===== config.mk =====
export PLATFORM = sky130hd
export DESIGN_NAME = dmairq_front
export DESIGN_NICKNAME = d
export VERILOG_FILES = /design/src/rtl/dmairq_pkg.sv /design/src/rtl/dmairq_decode.sv /design/src/rtl/dmairq_line.sv /design/src/rtl/dmairq_front.sv
export SDC_FILE = /design/constraint.sdc
export NUM_CORES = 1
export LEC_CHECK = 0
export BUFFER_PORTS_ARGS = -buffer_cell sky130_fd_sc_hd__buf_2
export CAP_MARGIN = 40
export CORE_MARGIN = 5
export CORE_UTILIZATION = 30
export DETAILED_ROUTE_END_ITERATION = 12
export MAX_ROUTING_LAYER = met4
export PLACE_DENSITY = 0.51
export SYNTH_ARGS = -nofsm -noshare
export SYNTH_HDL_FRONTEND = slang
export SYNTH_SLANG_ARGS = --single-unit

===== constraint.sdc =====
create_clock -name clk -period 3.8 [get_ports clk]
set_clock_uncertainty 0.05 [all_clocks]
set_input_delay 0.76 -clock clk [delete_from_list [all_inputs] [get_ports clk]]
set_output_delay 0.76 -clock clk [all_outputs]
set_load 0.005 [all_outputs]

===== src/rtl/dmairq_pkg.sv =====
package dmairq_pkg;

    typedef enum logic [1:0] {
        SZ_BYTE = 2'd0,
        SZ_HALF = 2'd1,
        SZ_WORD = 2'd2,
        SZ_RSVD = 2'd3
    } acc_size_e;

    typedef enum logic [2:0] {
        RG_NONE,
        RG_REV,
        RG_STAT,
        RG_EN,
        RG_CHAN
    } region_e;

    localparam logic [31:0] REV_VALUE  = 32'h0000_0040;
    localparam logic [11:0] STAT_BASE  = 12'h008;
    localparam logic [11:0] EN_BASE    = 12'h018;
    localparam logic [11:0] CH_BASE    = 12'h080;
    localparam logic [11:0] CH_STRIDE  = 12'd96;
    localparam int          CH_SLOTS   = (4096 - 128) / 96;
    localparam int          CH_IDX_W   = $clog2(CH_SLOTS + 1);

endpackage


===== src/rtl/dmairq_decode.sv =====
module dmairq_decode
    import dmairq_pkg::*;
#(
    parameter int NUM_CH    = 32,
    parameter int NUM_LINES = 4,
    parameter int LINE_W    = 2
) (
    input  logic [11:0]         addr,
    input  logic [1:0]          size,
    output region_e             region,
    output logic [LINE_W-1:0]   line,
    output logic                size_ok,
    output logic [CH_IDX_W-1:0] ch_idx,
    output logic [6:0]          ch_off
);

    localparam logic [11:0] STAT_END = STAT_BASE + 12'(4 * NUM_LINES);
    localparam logic [11:0] EN_END   = EN_BASE + 12'(4 * NUM_LINES);

    logic [11:0] aw;
    logic [11:0] rel;
    logic [11:0] quot;
    logic [11:0] rem;

    assign aw      = {addr[11:2], 2'b00};
    assign rel     = addr - CH_BASE;
    assign quot    = rel / CH_STRIDE;
    assign rem     = rel - quot * CH_STRIDE;
    assign ch_idx  = quot[CH_IDX_W-1:0];
    assign ch_off  = rem[6:0];
    assign size_ok = (size == SZ_HALF) || (size == SZ_WORD);

    always_comb begin
        region = RG_NONE;
        line   = '0;
        if (aw == 12'h000) begin
            region = RG_REV;
        end else if (aw >= STAT_BASE && aw < STAT_END) begin
            region = RG_STAT;
            line   = LINE_W'((aw - STAT_BASE) >> 2);
        end else if (aw >= EN_BASE && aw < EN_END) begin
            region = RG_EN;
            line   = LINE_W'((aw - EN_BASE) >> 2);
        end else if (addr >= CH_BASE && quot < 12'(NUM_CH)) begin
            region = RG_CHAN;
        end
    end

endmodule


===== src/rtl/dmairq_line.sv =====
module dmairq_line #(
    parameter int NUM_CH = 32
) (
    input  logic              clk,
    input  logic              rst_n,
    input  logic [NUM_CH-1:0] ev,
    input  logic              clr_we,
    input  logic              en_we,
    input  logic [NUM_CH-1:0] wmask,
    input  logic [NUM_CH-1:0] wval,
    output logic [NUM_CH-1:0] stat,
    output logic [NUM_CH-1:0] en,
    output logic              irq_o
);

    logic [NUM_CH-1:0] set_bits;
    logic [NUM_CH-1:0] clr_bits;

    assign set_bits = ev & en;
    assign clr_bits = clr_we ? wval : '0;

    always_ff @(posedge clk) begin
        if (!rst_n) begin
            stat <= '0;
            en   <= '0;
        end else begin
            stat <= (stat & ~clr_bits) | set_bits;
            if (en_we) begin
                en <= (en & ~wmask) | (wval & wmask);
            end
        end
    end

    assign irq_o = |(stat & en);

    assert_set_beats_clear_R5: assert property (@(posedge clk) disable iff (!rst_n)
        (|(ev & en)) |=> ((stat & $past(ev & en)) == $past(ev & en)));

    assert_w1c_clears_R3: assert property (@(posedge clk) disable iff (!rst_n)
        (clr_we && ((ev & en) == '0)) |=> ((stat & $past(wval)) == '0));

    assert_no_spurious_set_R4: assert property (@(posedge clk) disable iff (!rst_n)
        ((ev & en) == '0) |=> ((stat & ~$past(stat)) == '0));

endmodule


===== src/rtl/dmairq_front.sv =====
module dmairq_front
    import dmairq_pkg::*;
#(
    parameter int NUM_CH    = 32,
    parameter int NUM_LINES = 4
) (
    input  logic                 clk,
    input  logic                 rst_n,
    input  logic                 bus_valid,
    input  logic                 bus_write,
    input  logic [11:0]          bus_addr,
    input  logic [1:0]           bus_size,
    input  logic [31:0]          bus_wdata,
    input  logic [NUM_CH-1:0]    chan_event,
    input  logic [31:0]          ch_rdata,
    output logic                 rsp_valid,
    output logic [31:0]          rsp_data,
    output logic                 rsp_err,
    output logic [NUM_LINES-1:0] irq,
    output logic                 ch_req,
    output logic                 ch_we,
    output logic [CH_IDX_W-1:0]  ch_idx,
    output logic [6:0]           ch_off
);

    localparam int LINE_W = (NUM_LINES > 1) ? $clog2(NUM_LINES) : 1;

    region_e           region;
    logic [LINE_W-1:0] line;
    logic              size_ok;
    logic              acc_ok;
    logic [31:0]       wmask;
    logic [31:0]       wval;
    logic [31:0]       stat_w [NUM_LINES];
    logic [31:0]       en_w   [NUM_LINES];
    logic [31:0]       rd_word;
    logic              rd_hit;

    dmairq_decode #(
        .NUM_CH    (NUM_CH),
        .NUM_LINES (NUM_LINES),
        .LINE_W    (LINE_W)
    ) u_decode (
        .addr    (bus_addr),
        .size    (bus_size),
        .region  (region),
        .line    (line),
        .size_ok (size_ok),
        .ch_idx  (ch_idx),
        .ch_off  (ch_off)
    );

    assign acc_ok = bus_valid && size_ok;
    assign ch_req = acc_ok && (region == RG_CHAN);
    assign ch_we  = ch_req && bus_write;

    always_comb begin
        if (bus_size == SZ_HALF) begin
            wmask = bus_addr[1] ? 32'hFFFF_0000 : 32'h0000_FFFF;
            wval  = {bus_wdata[15:0], bus_wdata[15:0]} & wmask;
        end else begin
            wmask = 32'hFFFF_FFFF;
            wval  = bus_wdata;
        end
    end

    for (genvar g = 0; g < NUM_LINES; g++) begin : g_line
        logic [NUM_CH-1:0] s_l;
        logic [NUM_CH-1:0] e_l;

        dmairq_line #(.NUM_CH(NUM_CH)) u_line (
            .clk    (clk),
            .rst_n  (rst_n),
            .ev     (chan_event),
            .clr_we (acc_ok && bus_write && region == RG_STAT && line == LINE_W'(g)),
            .en_we  (acc_ok && bus_write && region == RG_EN && line == LINE_W'(g)),
            .wmask  (wmask[NUM_CH-1:0]),
            .wval   (wval[NUM_CH-1:0]),
            .stat   (s_l),
            .en     (e_l),
            .irq_o  (irq[g])
        );

        assign stat_w[g] = 32'(s_l);
        assign en_w[g]   = 32'(e_l);
    end

    always_comb begin
        rd_word = '0;
        rd_hit  = 1'b0;
        unique case (region)
            RG_REV:  begin rd_word = REV_VALUE;    rd_hit = 1'b1; end
            RG_STAT: begin rd_word = stat_w[line]; rd_hit = 1'b1; end
            RG_EN:   begin rd_word = en_w[line];   rd_hit = 1'b1; end
            RG_CHAN: begin rd_word = ch_rdata;     rd_hit = 1'b1; end
            RG_NONE: begin rd_word = '0;           rd_hit = 1'b0; end
        endcase
        if (region != RG_CHAN && bus_size == SZ_HALF) begin
            rd_word = bus_addr[1] ? {16'h0000, rd_word[31:16]} : {16'h0000, rd_word[15:0]};
        end
    end

    always_ff @(posedge clk) begin
        if (!rst_n) begin
            rsp_valid <= 1'b0;
            rsp_data  <= '0;
            rsp_err   <= 1'b0;
        end else begin
            rsp_valid <= bus_valid && !bus_write;
            rsp_data  <= (bus_valid && !bus_write && size_ok && rd_hit) ? rd_word : '0;
            rsp_err   <= bus_valid && (!size_ok || (!bus_write && !rd_hit));
        end
    end

    assert_chan_in_range_R9: assert property (@(posedge clk) disable iff (!rst_n)
        ch_req |-> (ch_idx < CH_IDX_W'(NUM_CH)));

    assert_chan_offset_R7: assert property (@(posedge clk) disable iff (!rst_n)
        ch_req |-> (ch_off < 7'd96));

    assert_byte_blocked_R8: assert property (@(posedge clk) disable iff (!rst_n)
        (bus_valid && (bus_size == SZ_BYTE)) |-> !ch_req);

    assert_rsp_after_read_R12: assert property (@(posedge clk) disable iff (!rst_n)
        rsp_valid |-> $past(bus_valid && !bus_write));

    assert_err_zero_data_R9: assert property (@(posedge clk) disable iff (!rst_n)
        (rsp_valid && rsp_err) |-> (rsp_data == '0));

endmodule


# Word-level counts from Yosys, hierarchy flattened
# Index checks and enable logic that the tools add are counted.
# totals
wordCells,127
output_inout_bits,53
in_bits,114
regBits,290
# op_classes
mux,24
n_bitwise,32
div,1
add_sub_neg,4
n_reduce_logical,37
n_eq_ne,10
n_mul,1
magnitude_cmp,7
# op_table
cell,n
$and 32x32->32,18
$mux 32,12
$or 32x32->32,8
$not 32->32,5
$pmux 32 s5,1
$bmux 32 s2,2
$reduce_or 32->1,4
$lt 12x6->1 const B,2
$logic_and 1x1->1,23
$mux 16,1
$div 12x7->12 const B,1
$ge 12x4->1 const B,1
$ge 12x5->1 const B,1
$ge 12x8->1 const B,1
$logic_not 12->1,1
$lt 12x5->1 const B,1
$mul 12x2->2 const B,1
$mux 3,4
$sub 12x8->12 const B,1
$sub 4x4->4 const B,2
$sub 7x7->7,1
$eq 2x2->1 const B,3
$eq 3x2->1 const B,2
$mux 2,3
other kinds (13),17

# Longest topological paths before layout
# Gate-level depths: netlist (run 1).
# logic_depth
ltp_word,15
mapped_depth,14
ltp_nobuf,11

# Cells and area by module
# Synthesis (run 1) repeated with hierarchy kept, for this count alone.
# hier_totals
cells_unflattened,1804
area_unflattened_um2,15447.3
# modules_own_cells
module,seq_area_each_um2,area_per_inst_um2,instances,cells_per_inst
dmairq_line,1281.2,2720.1,4,326
dmairq_front,680.7,3707.3,1,366
dmairq_decode,0.0,859.6,1,134

# Least setup slack after synthesis (run 1)
# OpenSTA, ideal clock, no wires.
# synth_path
kind,input to output
from,in bus_addr[7]
to,out ch_off[6]
stages,14
required_ns,2.990
path_slack_ns,-0.248
arrival_ns,3.238
n_path_buf,3
path_cell_list,buf_6 -> inv_1 -> ha_1 -> buf_6 -> or3b_2 -> o211ai_1 -> and3_1 -> buf_4 -> o21ai_4 -> a21boi_0 -> nor2_1 -> o31ai_1 -> ha_1 -> xor2_1
# synth_between
elab_chain_len,4
# synth_lines
element,line_no,source
from (decl),dmairq_front.sv:11,"input logic [11:0] bus_addr,"
$sub 12x8->12,dmairq_decode.sv:26,assign rel = addr - CH_BASE;
$div 12x7->12,dmairq_decode.sv:27,assign quot = rel / CH_STRIDE;
named net ch_idx[0],dmairq_front.sv:22,"output logic [CH_IDX_W-1:0] ch_idx,"
$mul 12x2->2,dmairq_decode.sv:28,assign rem = rel - quot * CH_STRIDE;
$sub 7x7->7,dmairq_decode.sv:28,
to (decl),dmairq_front.sv:23,output logic [6:0] ch_off
# The timed path passes the listed nets, and every way through them passes these cells.

# Final worst setup path (run 1)
# layout_path
from,in bus_addr[7]
to,out ch_off[6]
# layout_between
elab_chain_len,4
# layout_lines
element,line_no
$sub 12x8->12,dmairq_decode.sv:26
$div 12x7->12,dmairq_decode.sv:27
$mul 12x2->2,dmairq_decode.sv:28
$sub 7x7->7,dmairq_decode.sv:28
# Every way passes these cells.

==> results of run 1 <==
==> area by class of cell <==
type | count | area, um^2
Fill cell | 5031 | 30770
Multi-Input combinational cell | 1425 | 8443
Sequential cell | 290 | 5806
Timing Repair Buffer | 286 | 1854
Clock buffer | 45 | 973.4
Tap cell | 664 | 830.8
Clock inverter | 15 | 237.7
Inverter | 9 | 38.79
==> power breakdown <==
part	internal, mW	switching, mW	total, mW	leakage [nW]
registers	3.05	0.00178	3.05	2.34
clock network	2.22	1.38	3.60	0.593
logic	0.237	0.444	0.681	3.64
total	5.50	1.83	7.32	6.57
==> per-layer routing <==
| layer | GRT usage (%) | part of all wire [%] | up-vias |
|---|---|---|---|
| met1 | 36.27 | 43 | 7655 |
| met3 | 2.892 | 7.9 | 164 |
| met2 | 37.97 | 43 | 830 |
| li1 | - | - | 7109 |
| met5 | - | 0 | - |
| met4 | 11.72 | 5.5 | 0 |
==> stage by stage <==
| step | setup slack [ns] | power [mW] | instance area [um^2] | std cells |
|---|---|---|---|---|
| floorplan | 0.04374 | 3.417 | 14900 | 1882 |
| global placement | -0.05132 | 3.761 | 16860 | 2670 |
| detailed placement | -0.07157 | 3.761 | 16860 | 2670 |
| CTS | 0.0005524 | 7.338 | 18100 | 2732 |
| global route | -0.05127 | 7.539 | 18180 | 2734 |
| finish | 0.07864 | 7.325 | 18180 | 2734 |
==> kinds of logic after synthesis <==
logic type | after synthesis | share of synthesized area (%)
multiplexers | 5 | 0.3533
flip-flops | 290 | 39.03
AO/OA/AOI/OAI | 785 | 35.74
buffers and inverters | 167 | 4.955
adder cells (fa/ha/maj) | 3 | 0.2524
XOR/XNOR | 6 | 0.3534
AND/OR/NAND/NOR | 626 | 19.31
==> cell usage in the layout (no fill, tap or decap), types with 5 or more instances in the layout <==
cell / Yosys / layout
sky130_fd_sc_hd__clkbuf_8: 0 / 6
sky130_fd_sc_hd__nor2b_1: 22 / 20
sky130_fd_sc_hd__nor2_1: 14 / 12
sky130_fd_sc_hd__a21oi_1: 80 / 80
sky130_fd_sc_hd__a221oi_1: 9 / 9
sky130_fd_sc_hd__buf_12: 0 / 7
sky130_fd_sc_hd__a21boi_1: 6 / 7
sky130_fd_sc_hd__o211a_1: 16 / 16
sky130_fd_sc_hd__nand3_1: 31 / 31
sky130_fd_sc_hd__clkinv_2: 0 / 5
sky130_fd_sc_hd__o221ai_1: 18 / 18
sky130_fd_sc_hd__buf_2: 24 / 161
sky130_fd_sc_hd__nor3b_1: 17 / 16
sky130_fd_sc_hd__and3_1: 16 / 15
sky130_fd_sc_hd__dfxtp_1: 290 / 290
sky130_fd_sc_hd__nand4_1: 12 / 12
sky130_fd_sc_hd__a21boi_0: 187 / 186
sky130_fd_sc_hd__bufinv_16: 0 / 6
sky130_fd_sc_hd__a211oi_1: 17 / 16
sky130_fd_sc_hd__buf_4: 13 / 113
sky130_fd_sc_hd__a22oi_1: 100 / 100
sky130_fd_sc_hd__clkbuf_16: 0 / 35
sky130_fd_sc_hd__a22o_1: 87 / 87
sky130_fd_sc_hd__nand2_1: 417 / 417
sky130_fd_sc_hd__o21ai_0: 239 / 237
sky130_fd_sc_hd__inv_1: 8 / 5
sky130_fd_sc_hd__and2_1: 69 / 69
==> critical path, stage by stage <==
cell	delay, ns
sky130_fd_sc_hd__buf_6	0.10
sky130_fd_sc_hd__buf_6	0.12
sky130_fd_sc_hd__or4_4	0.53
sky130_fd_sc_hd__o2111ai_4	0.12
sky130_fd_sc_hd__and3_4	0.26
sky130_fd_sc_hd__o21ai_4	0.08
sky130_fd_sc_hd__o21ai_1	0.13
sky130_fd_sc_hd__nor2_1	0.07
sky130_fd_sc_hd__o31ai_2	0.26
sky130_fd_sc_hd__ha_2	0.22
sky130_fd_sc_hd__xor2_1	0.13
sky130_fd_sc_hd__buf_2	0.13
==> how the worst max path moves through the flow <==
stage / start / cells after the start / end
floorplan: bus_addr[7] / 14 / ch_off[6]
global placement: bus_addr[8] / 13 / ch_off[6]
detailed placement: bus_addr[7] / 13 / ch_off[6]
CTS: bus_addr[7] / 13 / ch_off[6]
global route: bus_addr[8] / 13 / ch_off[6]
finish: bus_addr[7] / 12 / ch_off[6]
==> timing repair <==
item,in CTS,in global routing
setup endpoints to repair,2,3
gates resized for setup,4,18
buffers inserted,2,2
pin swaps,1,10
==> metrics.txt, run 1 <==
# TYPE chip_impl_metric gauge
chip_impl_info{name="criticalPathCategory",value="primary input to output pin"} 1
chip_impl_metric{name="ys_ff_latch",unit=""} 290
chip_impl_metric{name="viasPerCell",unit=""} 5.764
chip_impl_metric{name="mappedNetlistNets",unit=""} 1999
chip_impl_info{name="tritoncts_clock_tree",value="built"} 1
chip_impl_info{name="setup.worst_path.start_class",value="primary input"} 1
chip_impl_info{name="most_common_cell_in_the_synthesized_netlist",value="sky130_fd_sc_hd__nand2_1"} 1
chip_impl_info{name="yosys.area.top_type",value="sky130_fd_sc_hd__dfxtp_1"} 1
chip_impl_metric{name="synth_seq_area_share",unit="%"} 39.03
chip_impl_metric{name="worst-slew-pin-transition",unit="ns"} 0.9971
chip_impl_metric{name="rows",unit=""} 81
chip_impl_metric{name="grt_pass1_wl",unit="um"} 102400
chip_impl_metric{name="portBuffers",unit=""} 164
chip_impl_info{name="worst_setup_path_end_kind",value="output pin"} 1
chip_impl_metric{name="p_per_area",unit="nW/um^2"} 402.8
chip_impl_info{name="rsz0062_at_grt",value="yes"} 1
chip_impl_metric{name="clkLatencyLatePin",unit="ns"} 0.53
chip_impl_metric{name="die_w",unit="um"} 232.7
chip_impl_metric{name="synth_area_per_cell",unit="um^2"} 7.903
chip_impl_metric{name="maxClockFrequency",unit="MHz"} 268.7
chip_impl_metric{name="grt_antenna_before_repair",unit=""} 0
chip_impl_metric{name="timing.reg2reg.worst_path_depth",unit=""} 6
chip_impl_metric{name="drive_above_1_share",unit="%"} 18.26
chip_impl_metric{name="post-route-min-period",unit="ns"} 3.721
chip_impl_metric{name="hold_buffers",unit=""} 0
chip_impl_metric{name="arrival",unit="ns"} 2.91
chip_impl_metric{name="synth_top_area_share",unit="%"} 39.03
chip_impl_metric{name="clock_transition_at_the_registers_of_the_reported_paths",unit="ns"} 0.05
chip_impl_metric{name="setup_viol",unit=""} 0
chip_impl_metric{name="critical_path_peak_fanout",unit=""} 5
chip_impl_metric{name="die_area",unit="um^2"} 54130
chip_impl_metric{name="timing.final.max_slew_violations",unit=""} 0
chip_impl_metric{name="synthesis.area",unit="um^2"} 14870
chip_impl_metric{name="finalCritPeriodShare",unit="%"} 97.93
chip_impl_metric{name="cp_data_required_time",unit="ns"} 2.99
chip_impl_metric{name="minimum_hold_slack",unit="ns"} 0.4131
chip_impl_metric{name="post_synth_num_cell_types",unit=""} 68
chip_impl_metric{name="slew-limit-headroom",unit="%"} 33.52
chip_impl_info{name="timing.rr.end",value="rsp_data[6]$_SDFF_PN0_"} 1
chip_impl_metric{name="drt.antenna.violating_nets",unit=""} 0
chip_impl_metric{name="cts_sinks",unit=""} 290
chip_impl_metric{name="gp_congestion",unit=""} 0.9696
chip_impl_metric{name="num_antenna_cells",unit=""} 0
chip_impl_metric{name="grtUsageTotal",unit="%"} 26.02
chip_impl_info{name="hold_path_end",value="rsp_valid$_SDFF_PN0_"} 1
chip_impl_metric{name="irDropWorstVdd",unit="mV"} 0.2572
chip_impl_info{name="synth_area_leaders",value="sky130_fd_sc_hd__dfxtp_1 39%, sky130_fd_sc_hd__nand2_1 11%, sky130_fd_sc_hd__a21boi_0 9.4%"} 1
chip_impl_info{name="yosys-top-cells-count",value="417 x sky130_fd_sc_hd__nand2_1, 290 x sky130_fd_sc_hd__dfxtp_1, 239 x sky130_fd_sc_hd__o21ai_0, 187 x sky130_fd_sc_hd__a21boi_0, 105 x sky130_fd_sc_hd__clkbuf_1"} 1
chip_impl_metric{name="vias",unit=""} 15760
chip_impl_metric{name="max-cap-violations",unit=""} 0
chip_impl_metric{name="synthesis.instances",unit=""} 1882
chip_impl_info{name="min_path_type",value="primary input to flop"} 1
chip_impl_metric{name="holdPathStages",unit=""} 2
chip_impl_metric{name="inserted_clock_buffers",unit=""} 34
chip_impl_metric{name="die_height",unit="um"} 232.7
chip_impl_info{name="holdCritStartpoint",value="bus_write"} 1
chip_impl_metric{name="initial_utilization",unit="%"} 30.39
chip_impl_metric{name="number_of_enable_flip_flop_cells_after_synthesis",unit=""} 0
chip_impl_metric{name="globalRouteOverflowTotal",unit=""} 0
chip_impl_metric{name="initialDrtViolationCount",unit=""} 1945
chip_impl_metric{name="leakage",unit="nW"} 6.569
chip_impl_metric{name="fin_util",unit="%"} 37.15
chip_impl_metric{name="grt_max_degree",unit=""} 257
chip_impl_info{name="synth-main-ff-cell",value="sky130_fd_sc_hd__dfxtp_1"} 1
chip_impl_metric{name="wl",unit="um"} 71320
chip_impl_metric{name="synthArstFlopShare",unit="%"} 0
chip_impl_metric{name="drt_pre_antenna_iters",unit=""} 5
chip_impl_metric{name="flow.area_growth_from_synthesis",unit="%"} 22.25
chip_impl_metric{name="cts-root-to-sink-buffers",unit=""} 3
chip_impl_metric{name="finalHoldViolCount",unit=""} 0
chip_impl_metric{name="routedWlPerCell",unit="um"} 26.09
chip_impl_metric{name="htreeDepth",unit=""} 2
chip_impl_info{name="critical_r2r_launch",value="g_line[3].u_line.stat[22]$_SDFF_PN0_"} 1
chip_impl_metric{name="fin_nets",unit=""} 2163
chip_impl_metric{name="dp.final_hpwl",unit="um"} 52430
chip_impl_metric{name="detail_route.drc_violations",unit=""} 0
chip_impl_metric{name="totalNegativeSetupSlack",unit="ns"} 0
chip_impl_metric{name="pin_count",unit=""} 167
chip_impl_metric{name="number_of_global_route_vias_before_repair",unit=""} 14730
chip_impl_info{name="run_status",value="completed"} 1
chip_impl_metric{name="ff2ff_setup_slack",unit="ns"} 1.82
chip_impl_metric{name="synthesis.yosys.warnings",unit=""} 0
chip_impl_info{name="clk_root_buffer_cell",value="sky130_fd_sc_hd__clkbuf_16"} 1
chip_impl_metric{name="fp.coreArea",unit="um^2"} 48950
Power figures use the tool's default switching activity.
==> run 2: changes to the inputs <==
GPL_ROUTABILITY_DRIVEN = 1   (was not set)
SYNTH_HIERARCHICAL = 1   (was not set)
==> run 2 against run 1 <==
Against the previous run: core utilization fell by 0.93 points; fmax fell by 0.26%; routed wire length fell by 18%; cell area rose by 2.0%; non-clock buffer count fell by 43; sequential cell count did not move; count of clock-buffer cells in the layout rose by 7; hold slack got worse by 0.014 ns; global-route usage fell by 5.8 points.
==> metrics.txt, run 2 <==
# TYPE chip_impl_metric gauge
chip_impl_metric{name="clock_transition_at_the_registers_of_the_reported_paths",unit="ns"} 0.06
chip_impl_metric{name="netSwitchingPower",unit="mW"} 1.679
chip_impl_metric{name="p_seq_share",unit="%"} 44.4
chip_impl_metric{name="globalRouteOverflowTotal",unit=""} 0
chip_impl_metric{name="drt.antenna.violating_nets",unit=""} 0
chip_impl_metric{name="die_height",unit="um"} 236.9
chip_impl_metric{name="cts_sinks",unit=""} 290
chip_impl_metric{name="cts-root-to-sink-buffers",unit=""} 3
chip_impl_metric{name="multi_input_comb_area",unit="um^2"} 9092
chip_impl_metric{name="portBuffers",unit=""} 164
chip_impl_metric{name="flow.area_growth_from_synthesis",unit="%"} 20.05
chip_impl_info{name="run_status",value="completed"} 1
chip_impl_metric{name="rows",unit=""} 83
chip_impl_metric{name="die_w",unit="um"} 236.9
chip_impl_info{name="tritoncts_clock_tree",value="built"} 1
chip_impl_metric{name="pin_count",unit=""} 167
chip_impl_info{name="worst_setup_path_end_kind",value="output pin"} 1
chip_impl_metric{name="timing.final.max_slew_violations",unit=""} 0
chip_impl_metric{name="finalHoldViolCount",unit=""} 0
chip_impl_metric{name="grt_max_degree",unit=""} 258
chip_impl_metric{name="fin_nets",unit=""} 2077
chip_impl_metric{name="maxClockFrequency",unit="MHz"} 268.0
chip_impl_metric{name="synthArstFlopShare",unit="%"} 0
chip_impl_metric{name="initial_utilization",unit="%"} 30.17
chip_impl_metric{name="number_of_enable_flip_flop_cells_after_synthesis",unit=""} 0
chip_impl_metric{name="drive_above_1_share",unit="%"} 21.07
chip_impl_metric{name="p_per_area",unit="nW/um^2"} 370.2
chip_impl_metric{name="total_power",unit="mW"} 6.865
chip_impl_metric{name="worst-slew-pin-transition",unit="ns"} 1.021
chip_impl_metric{name="fp.coreArea",unit="um^2"} 51200
chip_impl_info{name="most_common_cell_in_the_synthesized_netlist",value="sky130_fd_sc_hd__nand2_1"} 1
chip_impl_metric{name="sw_frac_of_total",unit="%"} 24.45
chip_impl_metric{name="post_synth_num_cell_types",unit=""} 66
chip_impl_metric{name="power.clock.fraction",unit="%"} 47.2
chip_impl_metric{name="leakage",unit="nW"} 5.904
chip_impl_info{name="clk_root_buffer_cell",value="sky130_fd_sc_hd__clkbuf_16"} 1
chip_impl_metric{name="viasPerCell",unit=""} 5.484
chip_impl_info{name="synth_area_leaders",value="sky130_fd_sc_hd__dfxtp_1 38%, sky130_fd_sc_hd__nand2_1 11%, sky130_fd_sc_hd__a22oi_1 9.5%"} 1
chip_impl_metric{name="register_area",unit="um^2"} 5806
chip_impl_info{name="rsz0062_at_grt",value="yes"} 1
chip_impl_info{name="synth-main-ff-cell",value="sky130_fd_sc_hd__dfxtp_1"} 1
chip_impl_metric{name="vias",unit=""} 14640
chip_impl_metric{name="instances_no_fill",unit=""} 2670
chip_impl_metric{name="wl",unit="um"} 58410
chip_impl_metric{name="arrival",unit="ns"} 2.92
chip_impl_metric{name="grt_antenna_before_repair",unit=""} 8
chip_impl_metric{name="placed_instances",unit=""} 2600
chip_impl_info{name="yosys-top-cells-count",value="446 x sky130_fd_sc_hd__nand2_1, 290 x sky130_fd_sc_hd__dfxtp_1, 195 x sky130_fd_sc_hd__a22oi_1, 136 x sky130_fd_sc_hd__nand3_1, 135 x sky130_fd_sc_hd__nor2b_1"} 1
chip_impl_metric{name="die_area",unit="um^2"} 56130
chip_impl_metric{name="placement.cell_area",unit="um^2"} 17380
chip_impl_metric{name="max-cap-violations",unit=""} 0
chip_impl_metric{name="synth_area_per_cell",unit="um^2"} 8.563
chip_impl_metric{name="synthesis.area",unit="um^2"} 15450
chip_impl_metric{name="inserted_clock_buffers",unit=""} 34
chip_impl_info{name="min_path_type",value="primary input to flop"} 1
chip_impl_metric{name="comb_power_share",unit="%"} 8.5
chip_impl_metric{name="final.fill_count",unit=""} 5214
chip_impl_metric{name="grt_pass1_wl",unit="um"} 87350
chip_impl_metric{name="post-route-cell-area",unit="um^2"} 18540
chip_impl_metric{name="dp.final_hpwl",unit="um"} 40550
chip_impl_metric{name="cp_data_required_time",unit="ns"} 2.99
chip_impl_metric{name="synth_top_area_share",unit="%"} 37.58
chip_impl_metric{name="gp_congestion",unit=""} 0.8747
chip_impl_metric{name="totalNegativeSetupSlack",unit="ns"} 0
chip_impl_metric{name="synthesis.yosys.warnings",unit=""} 6
chip_impl_metric{name="irDropWorstVdd",unit="mV"} 0.1749
chip_impl_metric{name="drt_pre_antenna_iters",unit=""} 6
chip_impl_metric{name="number_of_global_route_vias_before_repair",unit=""} 13750
chip_impl_info{name="most-common-layout-cells",value="446 x sky130_fd_sc_hd__nand2_1, 290 x sky130_fd_sc_hd__dfxtp_1, 195 x sky130_fd_sc_hd__a22oi_1"} 1
chip_impl_metric{name="postLayoutSetupSlackWorst",unit="ns"} 0.06905
chip_impl_metric{name="mappedNetlistNets",unit=""} 1920
chip_impl_info{name="yosys.area.top_type",value="sky130_fd_sc_hd__dfxtp_1"} 1
chip_impl_metric{name="ys_ff_latch",unit=""} 290
chip_impl_metric{name="clkLatencyLatePin",unit="ns"} 0.53
chip_impl_metric{name="htreeDepth",unit=""} 2
chip_impl_metric{name="place_ws",unit="ns"} -0.1190
chip_impl_metric{name="routedWlPerCell",unit="um"} 21.88
chip_impl_metric{name="cellInternalPower",unit="mW"} 5.187
chip_impl_info{name="criticalPathCategory",value="primary input to output pin"} 1
chip_impl_info{name="setup.worst_path.start_class",value="primary input"} 1
chip_impl_metric{name="synthesis.instances",unit=""} 1804
chip_impl_metric{name="initialDrtViolationCount",unit=""} 1433
chip_impl_metric{name="detail_route.drc_violations",unit=""} 0
chip_impl_metric{name="minimum_hold_slack",unit="ns"} 0.3994
chip_impl_metric{name="post-route-min-period",unit="ns"} 3.731
chip_impl_metric{name="critical_path_peak_fanout",unit=""} 6
chip_impl_metric{name="hold_buffers",unit=""} 0
chip_impl_metric{name="synth_seq_area_share",unit="%"} 37.58
chip_impl_info{name="layout.cells.most_common",value="sky130_fd_sc_hd__nand2_1"} 1
chip_impl_metric{name="setup_viol",unit=""} 0
chip_impl_metric{name="finalCritPeriodShare",unit="%"} 98.18
chip_impl_metric{name="fin_util",unit="%"} 36.22
chip_impl_metric{name="slew-limit-headroom",unit="%"} 31.92
chip_impl_metric{name="grtUsageTotal",unit="%"} 20.23
==> run 2: cell count changes in the layout (fill, tap and decap cells not counted), moves of 17 or more <==
cell and change:
sky130_fd_sc_hd__a21boi_0 -57, sky130_fd_sc_hd__a21oi_1 -51, sky130_fd_sc_hd__a22o_1 -82, sky130_fd_sc_hd__a22oi_1 +95, sky130_fd_sc_hd__and2_1 -50, sky130_fd_sc_hd__buf_4 -57
sky130_fd_sc_hd__mux4_2 +55, sky130_fd_sc_hd__nand2_1 +29, sky130_fd_sc_hd__nand3_1 +105, sky130_fd_sc_hd__nor2b_1 +114, sky130_fd_sc_hd__o21ai_0 -210, sky130_fd_sc_hd__o221ai_1 -17
==> run 2: power by group through the flow <==
stage | Combinational, mW | Clock, mW | Sequential, mW
floorplan | 0.302 | 0 | 3.12
global placement | 0.552 | 0 | 3.11
detailed placement | 0.559 | 0 | 3.11
CTS | 0.563 | 3.30 | 3.05
global route | 0.621 | 3.41 | 3.05
finish | 0.581 | 3.24 | 3.05
==> run 2: cells by family (layout without fill, tap and decap cells) <==
| family | count (synthesis) | in the layout | share of synthesized area (%) |
|---|---|---|---|
| AO/OA/AOI/OAI | 464 | 464 | 22.72 |
| XOR/XNOR | 6 | 6 | 0.3402 |
| adder cells (fa/ha/maj) | 2 | 2 | 0.1620 |
| buffers and inverters | 133 | 313 | 4.196 |
| flip-flops | 290 | 290 | 37.58 |
| multiplexers | 87 | 87 | 10.23 |
| other | 0 | 6 | 0 |
| AND/OR/NAND/NOR | 822 | 822 | 24.77 |
==> run 2: worst max-delay path, stage by stage <==
cell                        delay [ns]
sky130_fd_sc_hd__buf_8            0.08
sky130_fd_sc_hd__inv_4            0.03
sky130_fd_sc_hd__ha_4             0.29
sky130_fd_sc_hd__or3_1            0.11
sky130_fd_sc_hd__o31ai_1          0.06
sky130_fd_sc_hd__a222oi_1         0.42
sky130_fd_sc_hd__a2bb2oi_2        0.27
sky130_fd_sc_hd__o21ai_1          0.11
sky130_fd_sc_hd__a32oi_1          0.18
sky130_fd_sc_hd__o21ai_1          0.13
sky130_fd_sc_hd__ha_2             0.34
sky130_fd_sc_hd__inv_2            0.03
sky130_fd_sc_hd__buf_2            0.11
==> run 2: worst paths after layout <==
check / cells after the start / to / slack [ns] / startpoint
max: 13 / ch_off[5] / 0.07 / bus_addr[7]
min: 2 / rsp_valid$_SDFF_PN0_ / 0.40 / bus_write
max reg2reg: 3 / rsp_data[7]$_SDFF_PN0_ / 2.00 / flop
min reg2reg: 2 / flop / 0.46 / flop
==> run 2: area by class of cell <==
type / count / area share [%]
Inverter: 11 / 0.2496
Antenna cell: 6 / 0.08097
Multi-Input combinational cell: 1381 / 49.03
Clock inverter: 7 / 0.3441
Clock buffer: 52 / 5.499
Sequential cell: 290 / 31.31
Tap cell: 680 / 4.588
Timing Repair Buffer: 243 / 8.900
==> run 2: timing repair <==
action	CTS	global route
hold endpoints to repair	0	0
setup buffers	0	5
pin swaps	2	7
gates resized for setup	2	8
setup endpoints to repair	2	2
==> run 2: routing by layer <==
metal / vias up / GRT usage, % / wire length (um)
met5: - / - / 0
met4: 0 / 6.280 / 1915
met3: 95 / 3.191 / 3982
met2: 612 / 31.30 / 26290
met1: 7093 / 27.33 / 26220
li1: 6843 / - / -
